[config.mk]
export PLATFORM = sky130hd
export DESIGN_NAME = pwm_slave_responder
export DESIGN_NICKNAME = d
export VERILOG_FILES = /design/src/rtl/pwm_slave_pkg.sv /design/src/rtl/pwm_pulse_meter.sv /design/src/rtl/pwm_slave_regfile.sv /design/src/rtl/pwm_slave_responder.sv
export SDC_FILE = /design/constraint.sdc
export NUM_CORES = 1
export LEC_CHECK = 0
export ABC_CLOCK_PERIOD_IN_PS = 3000
export BUFFER_PORTS_ARGS = -buffer_cell sky130_fd_sc_hd__buf_2
export CAP_MARGIN = 5
export CORE_MARGIN = 2
export CORE_UTILIZATION = 39
export CTS_BUF_LIST = sky130_fd_sc_hd__clkbuf_8 sky130_fd_sc_hd__clkbuf_16
export DETAILED_ROUTE_END_ITERATION = 10
export PLACE_DENSITY = 0.53
export SYNTH_ARGS = -nofsm -noshare
export SYNTH_HDL_FRONTEND = slang
export SYNTH_SLANG_ARGS = --single-unit
[constraint.sdc]
create_clock -name clk -period 3 [get_ports clk]
set_clock_uncertainty 0.05 [all_clocks]
set_input_delay 0.15 -clock clk [delete_from_list [all_inputs] [get_ports clk]]
set_output_delay 0.15 -clock clk [all_outputs]
set_load 0.1 [all_outputs]
[src/rtl/pwm_slave_pkg.sv]
package pwm_slave_pkg;
  typedef enum logic [1:0] {PC_SYNC, PC_ZERO, PC_ONE, PC_BAD} pulse_cls_t;
  typedef enum logic [1:0] {ST_HUNT, ST_HDR, ST_PAR, ST_BODY} frame_st_t;
  typedef enum logic [1:0] {MD_RX, MD_TX, MD_SKIP, MD_IGN} body_md_t;
endpackage

[src/rtl/pwm_pulse_meter.sv]
module pwm_pulse_meter
  import pwm_slave_pkg::*;
#(
  parameter int UNIT = 8,
  parameter int CW   = $clog2(8 * UNIT + 1)
) (
  input  logic          clk,
  input  logic          rst,
  input  logic          line_in,
  output logic          fall,
  output logic          done,
  output pulse_cls_t    cls,
  output logic [CW-1:0] len
);
  localparam logic [CW-1:0] LEN_MAX = CW'(8 * UNIT);
  localparam logic [CW-1:0] ZERO_LO = CW'(2 * UNIT);
  localparam logic [CW-1:0] ZERO_HI = CW'(4 * UNIT);
  localparam logic [CW-1:0] ONE_LO  = CW'(5 * UNIT);
  localparam logic [CW-1:0] ONE_HI  = CW'(7 * UNIT);

  logic s1, s2, s2_d;

  always_ff @(posedge clk) begin
    if (rst) begin
      s1   <= 1'b1;
      s2   <= 1'b1;
      s2_d <= 1'b1;
      len  <= '0;
    end else begin
      s1   <= line_in;
      s2   <= s1;
      s2_d <= s2;
      if (s2)
        len <= '0;
      else if (len != LEN_MAX)
        len <= len + 1'b1;
    end
  end

  assign fall = !s2 && s2_d;
  assign done = s2 && !s2_d;

  always_comb begin
    if (len < ZERO_LO)                       cls = PC_SYNC;
    else if (len <= ZERO_HI)                 cls = PC_ZERO;
    else if (len >= ONE_LO && len <= ONE_HI) cls = PC_ONE;
    else                                     cls = PC_BAD;
  end
endmodule

[src/rtl/pwm_slave_regfile.sv]
module pwm_slave_regfile #(
  parameter int DATA_W = 8,
  parameter int IDX_W  = 3
) (
  input  logic              clk,
  input  logic              we,
  input  logic [IDX_W-1:0]  waddr,
  input  logic [DATA_W-1:0] wdata,
  input  logic [IDX_W-1:0]  raddr,
  output logic [DATA_W-1:0] rdata
);
  localparam int DEPTH = 1 << IDX_W;
  logic [DATA_W-1:0] mem [DEPTH];

  always_ff @(posedge clk) begin
    if (we) mem[waddr] <= wdata;
    rdata <= mem[raddr];
  end
endmodule

[src/rtl/pwm_slave_responder.sv]
module pwm_slave_responder
  import pwm_slave_pkg::*;
#(
  parameter int UNIT      = 8,
  parameter int ADDR_W    = 3,
  parameter int REG_W     = 4,
  parameter int DATA_W    = 8,
  parameter int PAUSE_MIN = 3
) (
  input  logic              clk,
  input  logic              rst,
  input  logic              bus_in,
  input  logic [ADDR_W-1:0] my_addr,
  output logic              bus_pull
);
  localparam int HDR_W = 1 + ADDR_W + REG_W;
  localparam int IDX_W = REG_W - 1;
  localparam int CW    = $clog2(8 * UNIT + 1);
  localparam int LAST  = DATA_W + 1;
  localparam int SW    = $clog2(LAST + 1);
  localparam int BW    = $clog2(HDR_W + 1);
  localparam int PW    = $clog2(PAUSE_MIN + 1);
  localparam logic [CW-1:0] HOLD0 = CW'(3 * UNIT - 3);
  localparam logic [CW-1:0] HOLD1 = CW'(6 * UNIT - 3);

  logic          fall, done;
  pulse_cls_t    cls;
  logic [CW-1:0] len;

  pwm_pulse_meter #(.UNIT(UNIT), .CW(CW)) u_meter (
    .clk(clk), .rst(rst), .line_in(bus_in),
    .fall(fall), .done(done), .cls(cls), .len(len)
  );

  frame_st_t         state;
  body_md_t          mode;
  logic [PW-1:0]     syncs;
  logic [HDR_W-1:0]  hdr;
  logic [BW-1:0]     bitn;
  logic [SW-1:0]     slot;
  logic [DATA_W-1:0] shreg;
  logic              txpar, ack_bit, pull, wr_en;
  logic [CW-1:0]     hold;
  logic [DATA_W-1:0] rdata;

  pwm_slave_regfile #(.DATA_W(DATA_W), .IDX_W(IDX_W)) u_regs (
    .clk(clk), .we(wr_en), .waddr(hdr[IDX_W-1:0]), .wdata(shreg),
    .raddr(hdr[IDX_W-1:0]), .rdata(rdata)
  );

  logic is_bit, bitv, drive_slot, tx_bit, hdr_match, hdr_par, body_ignore;
  assign is_bit    = (cls == PC_ZERO) || (cls == PC_ONE);
  assign bitv      = (cls == PC_ONE);
  assign hdr_match = !hdr[HDR_W-1] && (hdr[HDR_W-2 -: ADDR_W] == my_addr);
  assign hdr_par   = ^hdr;
  assign drive_slot = (mode == MD_TX) ||
                      (((mode == MD_RX) || (mode == MD_SKIP)) && (slot == SW'(LAST)));
  assign body_ignore = (state == ST_BODY) && (mode == MD_IGN);

  always_comb begin
    if (slot == SW'(LAST))        tx_bit = ack_bit;
    else if (slot == SW'(DATA_W)) tx_bit = txpar;
    else                          tx_bit = shreg[DATA_W-1];
  end

  always_ff @(posedge clk) begin
    if (rst) begin
      state   <= ST_HUNT;
      mode    <= MD_IGN;
      syncs   <= '0;
      hdr     <= '0;
      bitn    <= '0;
      slot    <= '0;
      shreg   <= '0;
      txpar   <= 1'b0;
      ack_bit <= 1'b0;
      pull    <= 1'b0;
      hold    <= '0;
      wr_en   <= 1'b0;
    end else begin
      wr_en <= 1'b0;
      if (pull && len == hold) pull <= 1'b0;
      if (fall && state == ST_BODY && drive_slot) begin
        pull <= 1'b1;
        hold <= tx_bit ? HOLD1 : HOLD0;
      end
      if (done) begin
        unique case (state)
          ST_HUNT: begin
            if (cls == PC_SYNC) begin
              if (syncs != PW'(PAUSE_MIN)) syncs <= syncs + 1'b1;
            end else if (is_bit && syncs == PW'(PAUSE_MIN)) begin
              hdr   <= {{(HDR_W-1){1'b0}}, bitv};
              bitn  <= BW'(1);
              state <= ST_HDR;
            end else begin
              syncs <= '0;
            end
          end
          ST_HDR: begin
            if (is_bit) begin
              hdr  <= {hdr[HDR_W-2:0], bitv};
              bitn <= bitn + 1'b1;
              if (bitn == BW'(HDR_W - 1)) state <= ST_PAR;
            end else begin
              state <= ST_HUNT;
              syncs <= (cls == PC_SYNC) ? PW'(1) : '0;
            end
          end
          ST_PAR: begin
            if (is_bit) begin
              state   <= ST_BODY;
              slot    <= '0;
              ack_bit <= 1'b1;
              if (!hdr_match)            mode <= MD_IGN;
              else if (bitv != hdr_par)  mode <= MD_SKIP;
              else if (hdr[REG_W-1])     mode <= MD_RX;
              else begin
                mode    <= MD_TX;
                shreg   <= rdata;
                txpar   <= ^rdata;
                ack_bit <= 1'b0;
              end
            end else begin
              state <= ST_HUNT;
              syncs <= (cls == PC_SYNC) ? PW'(1) : '0;
            end
          end
          ST_BODY: begin
            if (cls == PC_BAD ||
                (mode == MD_RX && slot <= SW'(DATA_W) && !is_bit)) begin
              state <= ST_HUNT;
              syncs <= (cls == PC_SYNC) ? PW'(1) : '0;
            end else begin
              if (mode == MD_RX) begin
                if (slot < SW'(DATA_W)) shreg <= {shreg[DATA_W-2:0], bitv};
                else if (slot == SW'(DATA_W)) begin
                  ack_bit <= (bitv != ^shreg);
                  wr_en   <= (bitv == ^shreg);
                end
              end
              if (mode == MD_TX && slot < SW'(DATA_W))
                shreg <= {shreg[DATA_W-2:0], 1'b0};
              if (slot == SW'(LAST)) begin
                state <= ST_HUNT;
                syncs <= '0;
              end else begin
                slot <= slot + 1'b1;
              end
            end
          end
          default: state <= ST_HUNT;
        endcase
      end
    end
  end

  assign bus_pull = pull;
endmodule

==> impl_results.md <==
* Critical Path Start Type: register
* Max-slew violations at 0
* Top_reg_cell synth: edfxtp_1
* IO Port Bufs at 6
* Initial antenna violation count at 0
* Final setup vio count at 0
* Critical path class: reg -> reg
* Commonest non-fill, non-tap cell in the layout: edfxtp_1
* Reg-to-reg endpoint: ack_bit$_SDFFE_PP0P_
* DR WL/cell at 16.3 um
* Latest clock arrival within the worst-skew pair at 0.42 ns
* Pleak at 2.02 nW
* Gate Count Post-Synth at 417
* WHS at 0.225 ns
* Critical path depth at 12
* CTS buffer count at 17
* Crit end category: register
* # DRC at 0
* Commonest non-fill, non-tap cells in the layout: 64 x edfxtp_1, 55 x dfxtp_1, 36 x nor2_1
* Crit path capture: ack_bit$_SDFFE_PP0P_
* Synth Cell Area at 5300 um2
* Nets at 466
* Ports at 7
* Synth warn at 0
* Core area at 13200 um2
* Yosys reg bits at 119
* CP top delay family: compound AO/OA/AOI/OAI gates
* Synth cell types at 53
* Grt ovf at 0
* Clock sinks at 119
* DRT Pass-1 Iters at 4
* Longest Clk Path Bufs at 2
* TritonCTS clock tree: built
* Gr usage total at 15.6%
* Relative slew margins at 42.5%
* Pre-CTS setup slack at -0.0445 ns
* Total Routed Length at 10.4 mm
* DRT iter0 DRCs at 138
* Max IR drop VDD at 0.649 mV
* Syn_area_per_cell at 12.7 um2
* Final min period at 2.82 ns
* Routed vias at 3225
* Die Ht at 121 um
* Syn-to-layout area delta at 18.5%
* Req. time, crit path at 3.29 ns
* Placed wire-length estimate at 7.09 mm
* Crit-path max cell delay at 0.43 ns
* CP cell instances: inv_1 -> ha_1 -> inv_1 -> o21ai_0 -> nand2_1 -> a221o_1 -> ha_2 -> a2111oi_4 -> or3_1 -> a211o_1 -> a211o_1 -> a21oi_1
* Share of the yosys chip area belonging to registers at 57.0%
* Number of inserted diodes at 0
* First-pass GRT wire length at 17.0 mm
* Critical path startpoint: u_meter.len[1]$_SDFFE_PP0P_
* Worst reg-to-reg path cell count at 12
* Final hold vios at 0
* Worst Hold Class: in -> reg
* Gp weighted congestion at 0.766
* Worst-path clk slew at 0.06 ns
* Number of core rows at 42
* CP Max Fanout at 5
* Largest net degree at the start of global routing at 37
* Final ANT Viol Nets at 0
* Post-Syn Nets at 438
* Pwr Density at 602 nW/um2
* Final worst-path cycle share at 93.9%
* Post-synth EDFFs at 64
* Final setup margin at 0.183 ns
* Share of post-route cells with drive strength above 1 at 21.2%
* Reg2reg start: u_meter.len[1]$_SDFFE_PP0P_
* Vias in the first global route at 3260
* DR vias/cell at 5.09
* Slowest-stage cell, CP: or3_1
* CP Buf/Inv Count at 2
* Max Clk Rate at 355 MHz
* MaxCap Viol Count at 0
* RSZ-0062 raised after global routing: false
* Worst-margin pin slew at 0.859 ns
* Status: finished, final reports clean
* Clock Tree Root: clkbuf_16
* Initial core utilization at 40.0%
* CTS H-tree depth at 4
* # fillers at 1223
* Die W at 121 um
* Asr flop ratio synth at 0%
* Full die area at 14500 um2
* Power, Total at 3.78 mW
* Reg2reg setup slack at 0.18 ns
* CP arrival at 3.11 ns
## kinds of logic (layout without fill, tap and decap cells)
logic type,count (synthesis),after routing,share of synthesized area [%]
muxes,35,35,10.6
and+or+nand+nor,116,116,11.1
adders and majority gates,15,15,3.54
buffers and inverters,32,73,3.21
AOI/OAI and AO/OA,64,64,8.21
xor gates and xnor gates,36,36,6.37
DFF,119,119,57.0
## final cells by class
cell class	instances	area (um2)	area share, %
clock buffers	17	425	6.77
well taps	176	220	3.50
clock inverters	15	176	2.81
inverters	11	41.3	0.657
repair buffers	30	238	3.78
flip-flops and latches	119	3020	48.1
multi-input cells	266	2160	34.4
## through the flow
| step | instance area (um2) | instances | utilization, % | TNS [ns] |
|---|---|---|---|---|
| after floorplan | 5300 | 417 | - | 0 |
| after global placement | 5590 | 599 | 42.2 | 0 |
| after detailed placement | 5590 | 599 | 42.2 | -0.298 |
| after CTS | 6240 | 634 | 47.1 | 0 |
| after global routing | 6280 | 634 | 47.4 | 0 |
| final | 6280 | 634 | 47.4 | 0 |
## synthesized netlist by cell type, drive strengths merged (5+ instances only)
master  instances  area share (%)
a21oi          23             2.2
nor2b           5            0.59
nand2          19             1.3
edfxtp         64              36
mux4           16             6.8
nand3          11             1.0
mux2i          11             2.1
o21ai           8            0.97
a22oi           7            0.99
nor3            5            0.47
dfxtp          55              21
nor2           37             2.7
and3            6            0.71
buf             7            0.90
a311oi          8             1.3
nand2b          9             1.1
mux2            8             1.7
xnor2          21             3.6
clkbuf         13            0.92
inv            11            0.78
ha             15             3.5
xor2           14             2.3
## per-layer routing
layer	vias to the layer above	routed length [um]	track usage (%)
met5	-	0	0
met4	0	134	7.19
met3	12	267	4.39
met2	30	5140	25.5
met1	1587	4820	19.2
li1	1596	-	-
## power by group
part / total, mW / switching, mW / internal (mW)
Clock: 2.05 / 0.741 / 1.31
Sequential: 1.70 / 0.00173 / 1.70
Combinational: 0.0274 / 0.0178 / 0.00967
## worst min-delay path by stage
stage           start                    end  cells past startpoint
2_1_floorplan  bus_in  u_meter.s1$_SDFF_PP1_                      1
3_3_place_gp   bus_in  u_meter.s1$_SDFF_PP1_                      2
3_5_place_dp   bus_in  u_meter.s1$_SDFF_PP1_                      2
4_1_cts           rst   slot[1]$_SDFFE_PP0P_                      2
5_1_grt           rst   slot[0]$_SDFFE_PP0P_                      2
6_report          rst   slot[1]$_SDFFE_PP0P_                      2
## worst register-to-register path: stages (launching register included)
cell and delay [ns]:
dfxtp_1 0.31, inv_1 0.07, ha_1 0.15, inv_1 0.04
o21ai_0 0.13, nand2_1 0.07, a221o_1 0.36, ha_2 0.41
a2111oi_4 0.08, or3_1 0.43, a211o_1 0.34, a211o_1 0.23
a21oi_1 0.11
## timing repair
| action | in CTS | in global routing |
|---|---|---|
| cloned | 0 | 0 |
| pin swaps | 2 | 5 |
| setup buffers | 2 | 0 |
| hold buffers | 1 | 0 |
| endpoints found under the hold margin | 1 | 0 |
| setup endpoints to repair | 9 | 20 |
| resized for setup | 1 | 6 |
## sequential cells by signal, indices dropped and copies added (netlist names), 3 cells and up
signal	flops
hold	3
shreg	8
u_meter.len	7
slot	4
hdr	8
bitn	4
u_regs.rdata	8
u_regs.mem	64
(Power assumes the default switching activity.)
